[src/rtl/pport_pkg.sv]
package pport_pkg;
  localparam int DATA_W  = 8;
  localparam int ADDR_W  = 2;
  localparam int LAMP_N  = 3;

  localparam logic [ADDR_W-1:0] A_DATA  = 2'd0;
  localparam logic [ADDR_W-1:0] A_STCTL = 2'd1;
  localparam logic [ADDR_W-1:0] A_ACK   = 2'd2;

  typedef enum logic [1:0] {RX_EMPTY = 2'd0, RX_ARMED = 2'd1, RX_FULL = 2'd2} rx_state_t;

  typedef struct packed {
    logic [LAMP_N-1:0] lamps;
    logic              pe;
    logic              fw_busy;
    logic              trail;
  } ctrl_t;

  localparam ctrl_t CTRL_INIT = '{lamps: '1, pe: 1'b0, fw_busy: 1'b1, trail: 1'b0};

  // Next handshake state: set events outrank clears.
  function automatic rx_state_t rx_next(rx_state_t cur, logic fall, logic rise,
                                        logic trail, logic clr);
    rx_state_t nxt;
    nxt = cur;
    case (cur)
      RX_EMPTY: if (fall) nxt = trail ? RX_ARMED : RX_FULL;
      RX_ARMED: if (rise) nxt = RX_FULL;
      RX_FULL: begin
        if (fall && clr)  nxt = trail ? RX_ARMED : RX_FULL;
        else if (clr)     nxt = RX_EMPTY;
      end
      default: nxt = RX_EMPTY;
    endcase
    return nxt;
  endfunction
endpackage

[src/rtl/pport_strobe_sync.sv]
module pport_strobe_sync #(
  parameter int STAGES = 2
) (
  input  logic clk,
  input  logic clr_n,
  input  logic strobe_n,
  output logic fall_evt,
  output logic rise_evt
);
  localparam int CHAIN = STAGES + 1;
  logic [CHAIN-1:0] chain_q;

  genvar g;
  generate
    for (g = 0; g < CHAIN; g++) begin : g_stage
      if (g == 0) begin : g_first
        always_ff @(posedge clk)
          if (!clr_n) chain_q[0] <= 1'b1;
          else        chain_q[0] <= strobe_n;
      end else begin : g_next
        always_ff @(posedge clk)
          if (!clr_n) chain_q[g] <= 1'b1;
          else        chain_q[g] <= chain_q[g-1];
      end
    end
  endgenerate

  assign fall_evt = chain_q[CHAIN-1] & ~chain_q[CHAIN-2];
  assign rise_evt = ~chain_q[CHAIN-1] & chain_q[CHAIN-2];
endmodule

[src/rtl/pport_rx_fsm.sv]
module pport_rx_fsm
  import pport_pkg::*;
(
  input  logic clk,
  input  logic clr_n,
  input  logic fall_evt,
  input  logic rise_evt,
  input  logic trail,
  input  logic clr_evt,
  output logic hw_busy
);
  rx_state_t st_q;

  always_ff @(posedge clk)
    if (!clr_n) st_q <= RX_EMPTY;
    else        st_q <= rx_next(st_q, fall_evt, rise_evt, trail, clr_evt);

  assign hw_busy = (st_q == RX_FULL);

  assert_lead_set_R3: assert property (@(posedge clk) disable iff (!clr_n)
    (fall_evt && !trail) |=> hw_busy);
  assert_trail_hold_R4: assert property (@(posedge clk) disable iff (!clr_n)
    (fall_evt && trail && !hw_busy) |=> !hw_busy);
  assert_trail_set_R4: assert property (@(posedge clk) disable iff (!clr_n)
    (rise_evt && st_q == RX_ARMED) |=> hw_busy);
  assert_clear_R6: assert property (@(posedge clk) disable iff (!clr_n)
    (clr_evt && !fall_evt && !rise_evt) |=> !hw_busy);
endmodule

[src/rtl/pport_regs.sv]
module pport_regs
  import pport_pkg::*;
(
  input  logic              clk,
  input  logic              clr_n,
  input  logic              init_n,
  input  logic              rst_n,
  input  logic              fall_evt,
  input  logic [DATA_W-1:0] host_data,
  input  logic              hw_busy,
  input  logic              cpu_sel,
  input  logic              cpu_wr,
  input  logic [ADDR_W-1:0] cpu_addr,
  input  logic [DATA_W-1:0] cpu_wdata,
  output logic [DATA_W-1:0] cpu_rdata,
  output logic              clr_evt,
  output ctrl_t             ctrl
);
  localparam int CTRL_W = $bits(ctrl_t);

  logic [DATA_W-1:0] data_q;
  ctrl_t             ctrl_q;
  logic              rd_en, wr_en;

  assign rd_en   = cpu_sel & ~cpu_wr;
  assign wr_en   = cpu_sel &  cpu_wr;
  assign clr_evt = (rd_en && cpu_addr == A_DATA) || (wr_en && cpu_addr == A_ACK);

  always_ff @(posedge clk)
    if (!clr_n)        data_q <= '0;
    else if (fall_evt) data_q <= host_data;

  always_ff @(posedge clk)
    if (!clr_n)                              ctrl_q <= CTRL_INIT;
    else if (wr_en && cpu_addr == A_STCTL)   ctrl_q <= ctrl_t'(cpu_wdata[CTRL_W-1:0]);

  always_comb begin
    cpu_rdata = '0;
    if (rd_en) begin
      case (cpu_addr)
        A_DATA:  cpu_rdata = data_q;
        A_STCTL: cpu_rdata = {hw_busy, {(DATA_W-1){1'b0}}};
        A_ACK:   cpu_rdata = {{(DATA_W-CTRL_W){1'b0}}, ctrl_q};
        default: cpu_rdata = '0;
      endcase
    end
  end

  assign ctrl = ctrl_q;

  assert_capture_R2: assert property (@(posedge clk) disable iff (!clr_n)
    fall_evt |=> data_q == $past(host_data));
  assert_init_load_R9: assert property (@(posedge clk) disable iff (!rst_n)
    !init_n |=> (ctrl_q == CTRL_INIT && data_q == '0));
endmodule

[src/rtl/pport_rx_ctrl.sv]
module pport_rx_ctrl
  import pport_pkg::*;
(
  input  logic                clk,
  input  logic                rst_n,
  input  logic                init_n,
  input  logic                host_strobe_n,
  input  logic [DATA_W-1:0]   host_data,
  output logic                host_busy,
  output logic                reset_out_n,
  output logic                paper_end,
  output logic [LAMP_N-1:0]   lamp,
  input  logic                cpu_sel,
  input  logic                cpu_wr,
  input  logic [ADDR_W-1:0]   cpu_addr,
  input  logic [DATA_W-1:0]   cpu_wdata,
  output logic [DATA_W-1:0]   cpu_rdata
);
  logic  clr_n, fall_evt, rise_evt, clr_evt, hw_busy;
  ctrl_t ctrl;

  assign clr_n       = rst_n & init_n;
  assign reset_out_n = clr_n;

  pport_strobe_sync #(.STAGES(2)) u_sync (
    .clk(clk), .clr_n(clr_n), .strobe_n(host_strobe_n),
    .fall_evt(fall_evt), .rise_evt(rise_evt));

  pport_rx_fsm u_fsm (
    .clk(clk), .clr_n(clr_n), .fall_evt(fall_evt), .rise_evt(rise_evt),
    .trail(ctrl.trail), .clr_evt(clr_evt), .hw_busy(hw_busy));

  pport_regs u_regs (
    .clk(clk), .clr_n(clr_n), .init_n(init_n), .rst_n(rst_n),
    .fall_evt(fall_evt), .host_data(host_data), .hw_busy(hw_busy),
    .cpu_sel(cpu_sel), .cpu_wr(cpu_wr), .cpu_addr(cpu_addr),
    .cpu_wdata(cpu_wdata), .cpu_rdata(cpu_rdata), .clr_evt(clr_evt), .ctrl(ctrl));

  assign host_busy = hw_busy | ctrl.fw_busy;
  assign paper_end = ctrl.pe;
  assign lamp      = ctrl.lamps;

  assert_fw_busy_R8: assert property (@(posedge clk) disable iff (!clr_n)
    (cpu_sel && cpu_wr && cpu_addr == A_STCTL && cpu_wdata[1]) |=> host_busy);
  assert_single_evt_R1: assert property (@(posedge clk) disable iff (!clr_n)
    fall_evt |=> !fall_evt);
endmodule

[config.mk]
export PLATFORM = sky130hd
export DESIGN_NAME = pport_rx_ctrl
export DESIGN_NICKNAME = d
export VERILOG_FILES = /design/src/rtl/pport_pkg.sv /design/src/rtl/pport_strobe_sync.sv /design/src/rtl/pport_rx_fsm.sv /design/src/rtl/pport_regs.sv /design/src/rtl/pport_rx_ctrl.sv
export SDC_FILE = /design/constraint.sdc
export NUM_CORES = 1
export LEC_CHECK = 0
export BUFFER_PORTS_ARGS = -buffer_cell sky130_fd_sc_hd__buf_4
export CAP_MARGIN = 5
export CORE_AREA = 2 2 47 49
export CTS_CLUSTER_SIZE = 16
export DETAILED_ROUTE_END_ITERATION = 6
export DIE_AREA = 0 0 49 51
export HOLD_SLACK_MARGIN = 0.08
export PLACE_DENSITY = 0.81
export SYNTH_ARGS = -nofsm -noshare
export SYNTH_HDL_FRONTEND = slang
export SYNTH_SLANG_ARGS = --single-unit
[constraint.sdc]
create_clock -name clk -period 3.05 [get_ports clk]
set_clock_uncertainty 0.05 [all_clocks]
set_input_delay 0 -clock clk [delete_from_list [all_inputs] [get_ports clk]]
set_output_delay 0 -clock clk [all_outputs]
set_load 0.005 [all_outputs]
==> results of run 1 <==
## metrics by stage
step / hold WS [ns] / total power [mW] / util / instances
after floorplan: -0.0168 / 0.284 / - / 103
after global placement: 0.139 / 0.310 / 0.571 / 158
after detailed placement: 0.139 / 0.312 / 0.571 / 158
after CTS: 0.110 / 0.453 / 0.657 / 177
after global routing: 0.126 / 0.469 / 0.657 / 177
final: 0.104 / 0.454 / 0.657 / 177
## path summary, 6_finish.rpt
| path | start | to | slack [ns] | depth (start not counted) |
|---|---|---|---|---|
| worst min-delay path | cpu_addr[0] | u_regs.ctrl[4] | 0.10 | 4 |
| worst min register to register | u_sync.chain_q[0] | u_sync.chain_q[1] | 0.37 | 1 |
| worst max-delay path | u_sync.chain_q[2] | u_fsm.st_q[0] | 1.52 | 4 |
| worst max register to register | u_sync.chain_q[2] | u_fsm.st_q[0] | 1.52 | 4 |
## synth_stat cells
master	instances	area [um^2]
buf_1	1	3.75
mux2i_1	13	130
xnor2_1	1	8.76
nor2_1	5	18.8
inv_1	1	3.75
nand2_1	22	82.6
nor3_2	1	10.0
a21oi_1	8	40.0
nor2b_1	1	6.26
dfxtp_1	19	380
nor2_4	1	11.3
buf_6	3	33.8
and2b_1	1	7.51
nand3b_1	2	15.0
nor3b_1	2	15.0
buf_4	4	30.0
o22a_1	1	8.76
nor2_2	5	31.3
a211oi_2	2	25.0
a22oi_1	1	7.51
nand2b_1	5	31.3
or3b_1	2	17.5
or2_2	1	6.26
nand4b_4	1	23.8
## routing by layer
metal | up-vias | share of wire | wire length [um]
li1 | 433 | - | -
met1 | 404 | 0.40 | 936
met2 | 31 | 0.53 | 1240
met3 | 5 | 0.047 | 110
met4 | 0 | 0.017 | 40
met5 | - | 0 | 0
## cell type report
| type | instances | area (um^2) | area share |
|---|---|---|---|
| flip-flops and latches | 19 | 380 | 0.280 |
| repair buffers | 50 | 413 | 0.304 |
| well taps | 28 | 35.0 | 0.0258 |
| clock buffers | 3 | 22.5 | 0.0166 |
| clock inverters | 1 | 5.00 | 0.00369 |
| multi-input cells | 75 | 497 | 0.366 |
| inverters | 1 | 3.75 | 0.00277 |
## worst max-delay path, stage by stage (launching register included)
cell and delay (ns):
dfxtp_1 0.37, nor2b_1 0.55, a22oi_1 0.16, o22a_1 0.24
nor2_1 0.09
## state kept, by name, indices dropped and copies added (netlist names)
signal / cells
u_fsm.st_q: 2
u_regs.ctrl: 6
u_regs.data_q: 8
u_sync.chain_q: 3
## placed cells by master, fill, tap and decap left out, types with 2 or more instances in the layout
master / synthesis / layout
buf_4: 4 / 35
nand2_1: 22 / 22
dfxtp_1: 19 / 19
dlygate4sd3_1: 0 / 15
mux2i_1: 13 / 13
a21oi_1: 8 / 8
nor2_2: 5 / 5
nor2_1: 5 / 5
nand2b_1: 5 / 5
clkbuf_4: 0 / 3
or3b_1: 2 / 2
nor3b_1: 2 / 2
nand3b_1: 2 / 2
a211oi_2: 2 / 2
## report_power, final
group	leakage [nW]	switching [mW]	internal, mW	total [mW]
sequential	0.154	0.00127	0.250	0.251
clock	0.0177	0.0818	0.0490	0.131
combinational	0.425	0.0283	0.0431	0.0714
## repair_timing
action / CTS / global route
hold endpoints to repair: 15 / 0
endpoints found under the setup margin: 0 / 0
hold buffers: 15 / 0
## kinds of logic (layout without fill, tap and decap cells)
logic type             after synthesis  after routing  share of synthesized area
AND/OR/NAND/NOR                     49             49                      0.292
AO/OA/AOI/OAI                       12             12                     0.0858
buffers and inverters                9             55                     0.0752
XOR/XNOR                             1              1                    0.00924
multiplexers                        13             13                      0.137
flip-flops                          19             19                      0.401
==> impl_metrics.py, run 1 <==
metrics = {
    "outcome": {
        "status": "complete, no violations",
    },
    "timing": {
        "drv_slew": 0,
        "tightest_slew_ns": 0.648,
        "tns_ns": 0,
        "fin_ws_ns": 1.52,
        "hold_violations": 0,
        "slew_headroom": 0.567,
        "period_share": 0.500,
        "fmax_mhz": 655,
        "rsz0062_at_grt": "false",
        "min_period_ns": 1.53,
        "report.final.setup_viol": 0,
    },
    "routing": {
        "final_antenna_net_count": 0,
        "wl_um": 2330,
        "vias": 873,
        "dr.first_iter.drc_count": 12,
        "detail_route.wl_per_cell_um": 13.2,
        "drc_errors": 0,
        "vias_per_cell": 4.93,
        "first_pass_iters": 4,
    },
    "floorplan": {
        "start_util": 0.460,
        "core_um2": 2060,
        "pin_count": 38,
        "die_area_um2": 2500,
        "die_h_um": 51,
        "dieWidth_um": 49,
        "row_count": 17,
    },
    "placement": {
        "io_buffers": 35,
        "hpwl_um": 1550,
        "place_congestion": 0.747,
        "place_ws_ns": 1.58,
        "dpl_cell_area_um2": 1180,
    },
    "worst_setup_path": {
        "critPathKind": "reg -> reg",
        "cp_data_arrival_time_ns": 1.71,
        "crit_required_ns": 3.24,
        "cp_max_fo": 9,
        "cp-start-kind": "register",
        "end_kind": "register",
    },
    "grt": {
        "grt_pass1_vias": 803,
        "use_met2": 0.363,
        "grt_overflow_total": 0,
        "grt_max_degree": 14,
        "grt_antenna_before_repair": 0,
        "grt_usage": 0.196,
        "grt_use_met1": 0.227,
        "grt_use_met3": 0.0175,
        "grt.busiest_layer": "met2",
        "grt_pass1_wl_um": 3650,
    },
    "clocking": {
        "post-cts-setup-buffer-count": 0,
        "h-tree-depth": 1,
        "clk-insertion-delay-late_ns": 0.31,
        "cts-root-buf": "clkbuf_4",
        "cts_buffer_depth": 2,
        "ctsResizeCount": 0,
        "clk_pin_slew_ns": 0.11,
        "clkSinkCount": 19,
        "cts_buffers": 3,
        "cts_tree": "built",
    },
    "logic_synthesis": {
        "netlist_area_um2": 948,
        "synth_cell_types": 24,
        "syn_inst": 103,
        "yosys_register_bits": 19,
        "ys_seq_area_frac": 0.401,
        "avgSynthCellArea_um2": 9.21,
        "synth_nets": 127,
        "ys_warn_count": 0,
    },
    "finish": {
        "finish.instance_area_um2": 1360,
        "insertedDiodeCount": 0,
        "nNetsFinal": 174,
        "num-fill-cells": 179,
        "final_layout_size_suffix_gt1_frac": 0.336,
        "area_growth_pct": 43.0,
    },
    "power_and_ir_drop": {
        "p_per_area_nw_per_um2": 334,
        "max-vdd-ir-drop_mv": 0.303,
        "p_leak_nw": 0.596,
    },
    "min_path": {
        "hold_class": "in -> reg",
    },
    "job": {
        "maxCapViolCount": 0,
    },
}
No activity file was read; power rests on OpenSTA's default activity.
==> run 2: changes to the inputs <==
ABC_AREA = 1   (was default)
CORE_AREA = 2 2 50 52   (was 2 2 47 49)
DIE_AREA = 0 0 52 54   (was 0 0 49 51)
PLACE_DENSITY = 0.73   (was 0.81)
clock period = 1.3 ns   (was 3.05 ns; I/O delays follow)
==> impl_metrics.py, run 2 <==
metrics = {
    "finish": {
        "largest_reg_flops": 8,
        "largest-register": "u_regs.data_q",
        "final_cell_mix": "buf_4 (36), nand2_1 (30), nor2_1 (23)",
        "regArea_um2": 383,
        "area_growth_pct": 52.4,
        "num-fill-cells": 216,
        "insertedDiodeCount": 0,
        "nNetsFinal": 207,
        "final_layout_size_suffix_gt1_frac": 0.297,
        "layout_commonest_cell": "buf_4",
        "multi_input_area_um2": 433,
    },
    "timing": {
        "tns_ns": 0,
        "period_share": 0.939,
        "rsz0062_at_grt": "false",
        "slew_headroom": 0.738,
        "min_period_ns": 1.22,
        "drv_slew": 0,
        "hold_violations": 0,
        "fmax_mhz": 820,
        "report.final.setup_viol": 0,
        "tightest_slew_ns": 0.392,
    },
    "logic_synthesis": {
        "syn_inst": 130,
        "ys_warn_count": 0,
        "yosysTopAreaCellShare": 0.423,
        "netlist_area_um2": 898,
        "synth.area.top_cells": "dfxtp_1 (42%), nand2_1 (13%), nor2_1 (10%)",
        "synth_async_sr_flop_share": 0,
        "yosys_register_bits": 19,
        "synth_nets": 154,
        "synth_commonest_cells": "nand2_1 (30), nor2_1 (25), dfxtp_1 (19)",
        "yosysTopAreaCell": "dfxtp_1",
        "synth_most_common_cell": "nand2_1",
        "ys_seq_area_frac": 0.423,
        "synth-edff-count": 0,
        "ys.flop_type": "dfxtp_1",
        "avgSynthCellArea_um2": 6.91,
        "synth_cell_types": 16,
    },
    "power_and_ir_drop": {
        "seqPwrFrac": 0.565,
        "p_int_mw": 0.808,
        "clockPowerShare": 0.274,
        "p_sw_mw": 0.242,
        "max-vdd-ir-drop_mv": 0.663,
        "p_per_area_nw_per_um2": 767,
        "netSwitchingFraction": 0.230,
        "power_mw": 1.05,
        "p_comb_frac": 0.161,
        "p_leak_nw": 0.637,
    },
    "min_path": {
        "hold_class": "in -> reg",
    },
    "floorplan": {
        "start_util": 0.387,
        "die_h_um": 54,
        "pin_count": 38,
        "core_um2": 2320,
        "die_area_um2": 2810,
        "row_count": 18,
        "dieWidth_um": 52,
    },
    "grt": {
        "grt_max_degree": 16,
        "grt_antenna_before_repair": 0,
        "grt_pass1_wl_um": 3750,
        "grt_usage": 0.184,
        "grt_overflow_total": 0,
        "grt_pass1_vias": 916,
    },
    "worst_setup_path": {
        "slowest_delay_ns": 0.35,
        "crit_slowest_cell": "dfxtp_2",
        "path_cells": "inv_2 -> nor2_4 -> or2_2 -> buf_4",
        "critPathKind": "reg -> out",
        "end_kind": "output pin",
        "crit_required_ns": 1.25,
        "cp_data_arrival_time_ns": 1.17,
        "cp-start-kind": "register",
        "cp_max_fo": 3,
    },
    "outcome": {
        "status": "complete, no violations",
    },
    "clocking": {
        "cts-root-buf": "clkbuf_4",
        "post-cts-setup-buffer-count": 0,
        "clkSinkCount": 19,
        "cts_tree": "built",
        "clk-insertion-delay-late_ns": 0.28,
        "h-tree-depth": 1,
        "cts_buffers": 3,
        "clk_pin_slew_ns": 0.09,
        "cts_buffer_depth": 2,
    },
    "routing": {
        "final_antenna_net_count": 0,
        "first_pass_iters": 4,
        "vias": 983,
        "drc_errors": 0,
        "wl_um": 2320,
        "dr.first_iter.drc_count": 35,
        "detail_route.wl_per_cell_um": 11.0,
        "vias_per_cell": 4.64,
    },
    "placement": {
        "io_buffers": 35,
        "place_congestion": 0.750,
        "hpwl_um": 1590,
    },
    "job": {
        "maxCapViolCount": 0,
    },
}
==> run 2: per-stage QoR <==
step                setup WS [ns]   util  std cells  hold WS (ns)  instance area [um^2]
floorplan                   0.231      -        130        0.0566                   898
finish                     0.0799  0.590        212        0.0944                  1370
global route               0.0145  0.590        212         0.146                  1370
global placement            0.170  0.500        191         0.138                  1160
detailed placement          0.123  0.500        191         0.140                  1160
CTS                        0.0228  0.586        212        0.0982                  1360
==> run 2: repair_timing <==
| item | 4_1_cts | 5_1_grt |
|---|---|---|
| endpoints found under the setup margin | 1 | 12 |
| hold buffers | 17 | 0 |
| gates resized for setup | 1 | 5 |
| cloned | 0 | 0 |
| hold endpoints to repair | 17 | 0 |
==> run 2: area by class of cell <==
type / instances / area share
Timing Repair Buffer: 53 / 0.322
Multi-Input combinational cell: 93 / 0.316
Sequential cell: 19 / 0.280
Inverter: 13 / 0.0356
Tap cell: 30 / 0.0274
Clock buffer: 4 / 0.0192
==> run 2: worst max-delay path, delay by kind of cell (launching register included) <==
| family | cells | cell delay [ns] |
|---|---|---|
| flip-flops | 1 | 0.35 |
| AND/OR/NAND/NOR | 2 | 0.32 |
| buffers and inverters | 2 | 0.22 |
==> run 2: power by group through the flow <==
stage	Clock [mW]	Combinational (mW)	Sequential, mW
after CTS	0.293	0.167	0.593
after global routing	0.319	0.185	0.594
after floorplan	0	0.0542	0.605
after global placement	0	0.123	0.606
final	0.287	0.169	0.593
after detailed placement	0	0.126	0.606
==> run 2: final timing paths <==
check / startpoint / to / slack, ns / cells past startpoint
min: cpu_sel / u_fsm.st_q[1] / 0.09 / 6
min reg2reg: u_sync.chain_q[0] / u_sync.chain_q[1] / 0.37 / 1
max: u_fsm.st_q[1] / host_busy / 0.08 / 4
max reg2reg: u_sync.chain_q[1] / u_fsm.st_q[1] / 0.18 / 7
==> run 2: layer usage <==
layer / vias to the layer above / part of all wire / global-route usage
met3: 6 / 0.051 / 0.0361
met5: - / 0 / 0
li1: 509 / - / -
met2: 34 / 0.50 / 0.335
met4: 0 / 0.020 / 0.0965
met1: 434 / 0.43 / 0.201
==> run 2: kinds of logic (layout without fill, tap and decap cells) <==
family / Yosys count / count (layout) / synth area share
and+or+nand+nor: 72 / 72 / 0.351
AOI/OAI and AO/OA: 21 / 21 / 0.120
DFF: 19 / 19 / 0.423
buffers and inverters: 18 / 70 / 0.106
==> run 3: changes to the inputs <==
CORE_AREA = 2 2 51 53   (was 2 2 50 52)
DIE_AREA = 0 0 53 55   (was 0 0 52 54)
PLACE_DENSITY = 0.71   (was 0.73)
SYNTH_HIERARCHICAL = 1   (was default)
==> impl_metrics.py, run 3 <==
metrics = {
    "timing": {
        "period_share": 0.956,
        "tns_ns": 0,
        "fin_ws_ns": 0.0576,
        "rsz0062_at_grt": "false",
        "slew_headroom": 0.811,
        "fmax_mhz": 805,
        "report.final.setup_viol": 0,
        "min_period_ns": 1.24,
        "tightest_slew_ns": 0.283,
        "drv_slew": 0,
        "hold_violations": 0,
    },
    "placement": {
        "io_buffers": 35,
        "dpl_cell_area_um2": 1240,
        "hpwl_um": 1760,
        "place_congestion": 0.786,
        "place_ws_ns": 0.0742,
    },
    "logic_synthesis": {
        "synth_most_common_cell": "nand2_1",
        "yosysTopAreaCell": "dfxtp_1",
        "synth_cell_types": 13,
        "ys_seq_area_frac": 0.417,
        "yosysTopAreaCellShare": 0.417,
        "netlist_area_um2": 912,
        "synth_commonest_cells": "nand2_1 (43), nor2_1 (27), dfxtp_1 (19)",
        "synth.area.top_cells": "dfxtp_1 (42%), nand2_1 (18%), nor2_1 (11%)",
        "syn_inst": 142,
        "avgSynthCellArea_um2": 6.42,
        "synth-edff-count": 0,
        "synth_async_sr_flop_share": 0,
        "synth_nets": 166,
        "ys_warn_count": 6,
        "yosys_register_bits": 19,
        "ys.flop_type": "dfxtp_1",
    },
    "finish": {
        "postLayoutCoreUtil": 0.633,
        "largest-register": "u_regs/data_q",
        "insertedDiodeCount": 0,
        "layout_commonest_cell": "nand2_1",
        "nNetsFinal": 231,
        "area_growth_pct": 64.1,
        "largest_reg_flops": 8,
        "final_layout_size_suffix_gt1_frac": 0.272,
        "finish.instance_area_um2": 1500,
        "final_cell_mix": "nand2_1 (43), buf_4 (40), nor2_1 (25)",
    },
    "worst_setup_path": {
        "cp_data_arrival_time_ns": 1.38,
        "end_kind": "register",
        "cp_max_fo": 1,
        "critPathMostFrequentCell": "dlygate4sd3_1",
        "path_cells": "dlygate4sd3_1 -> buf_4 -> nand2_1 -> nand3_1 -> dlygate4sd3_1",
        "cpLargestDelayFamily": "buffers and inverters",
        "critPathKind": "in -> reg",
        "critPathBufInv": 3,
        "cp-start-kind": "input port",
        "crit_slowest_cell": "dlygate4sd3_1",
        "crit_required_ns": 1.44,
        "slowest_delay_ns": 0.56,
    },
    "floorplan": {
        "start_util": 0.386,
        "row_count": 18,
        "die_area_um2": 2920,
        "core_um2": 2360,
        "die_h_um": 55,
        "dieWidth_um": 53,
        "pin_count": 38,
    },
    "job": {
        "maxCapViolCount": 0,
    },
    "clocking": {
        "clk_pin_slew_ns": 0.11,
        "cts_buffers": 3,
        "h-tree-depth": 1,
        "cts-root-buf": "clkbuf_4",
        "cts_buffer_depth": 2,
        "clkSinkCount": 19,
        "clk-insertion-delay-late_ns": 0.29,
        "cts_tree": "built",
    },
    "routing": {
        "vias": 1157,
        "final_antenna_net_count": 0,
        "dr.first_iter.drc_count": 44,
        "detail_route.wl_per_cell_um": 11.1,
        "first_pass_iters": 4,
        "wl_um": 2630,
        "drc_errors": 0,
        "vias_per_cell": 4.90,
    },
    "grt": {
        "grt_pass1_wl_um": 4190,
        "grt_max_degree": 13,
        "grt_overflow_total": 0,
        "grt_pass1_vias": 1037,
        "grt_usage": 0.197,
        "grt_antenna_before_repair": 0,
    },
    "outcome": {
        "status": "complete, no violations",
    },
    "min_path": {
        "hold_class": "in -> reg",
    },
    "power_and_ir_drop": {
        "p_leak_nw": 0.754,
        "max-vdd-ir-drop_mv": 0.681,
        "p_per_area_nw_per_um2": 725,
    },
}
==> run 3: per-layer routing <==
layer,vias to the layer above,part of all wire,track usage
li1,565,-,-
met2,58,0.53,0.369
met5,-,0,0
met1,528,0.38,0.215
met3,6,0.075,0.0296
met4,0,0.016,0.107
==> run 3: cell families after synthesis <==
family          after synthesis  share of synthesized area
buf+inv                      20                     0.0837
compound gates               12                     0.0658
simple gates                 91                      0.433
flops                        19                      0.417
==> run 3: metrics by stage <==
step | hold WS [ns] | total power [mW] | instances
finish | 0.0476 | 1.09 | 236
global route | 0.0881 | 1.14 | 236
CTS | 0.108 | 1.10 | 237
detailed placement | 0.123 | 0.754 | 210
global placement | 0.119 | 0.749 | 210
floorplan | 0.0348 | 0.669 | 142
==> run 3: worst paths after layout <==
check,end,cells past startpoint,startpoint,slack [ns]
worst max-delay path,u_regs/ctrl[4],5,cpu_wdata[4],0.06
worst max register to register,u_regs/ctrl[5],3,u_regs/ctrl[5],0.11
worst min-delay path,u_regs/ctrl[2],5,cpu_addr[1],0.05
worst min register to register,u_sync/chain_q[1],2,u_sync/chain_q[0],0.36
==> run 3: area by class of cell <==
class / instances / area (um^2)
Multi-Input combinational cell: 103 / 469
Clock buffer: 4 / 26.3
Tap cell: 30 / 37.5
Inverter: 19 / 71.3
Fill cell: 213 / 868
Timing Repair Buffer: 61 / 510
Sequential cell: 19 / 382
==> run 3: power by group <==
part / total (mW) / switching (mW) / leakage [nW] / internal, mW
logic: 0.194 / 0.0834 / 0.585 / 0.110
registers: 0.595 / 0.00542 / 0.154 / 0.590
clock network: 0.296 / 0.177 / 0.0150 / 0.119
==> run 3: repair_timing <==
item                                    4_1_cts  5_1_grt
setup buffers                                 0        1
hold buffers                                 23        0
resized for setup                             1        4
endpoints found under the setup margin        1        9
hold endpoints to repair                     16        0
==> run 3: worst reg2reg max path: cells and delay by family, from the launching register on <==
family | cells | cell delay, ns
buffers and inverters | 1 | 0.55
DFF | 1 | 0.35
and+or+nand+nor | 2 | 0.14
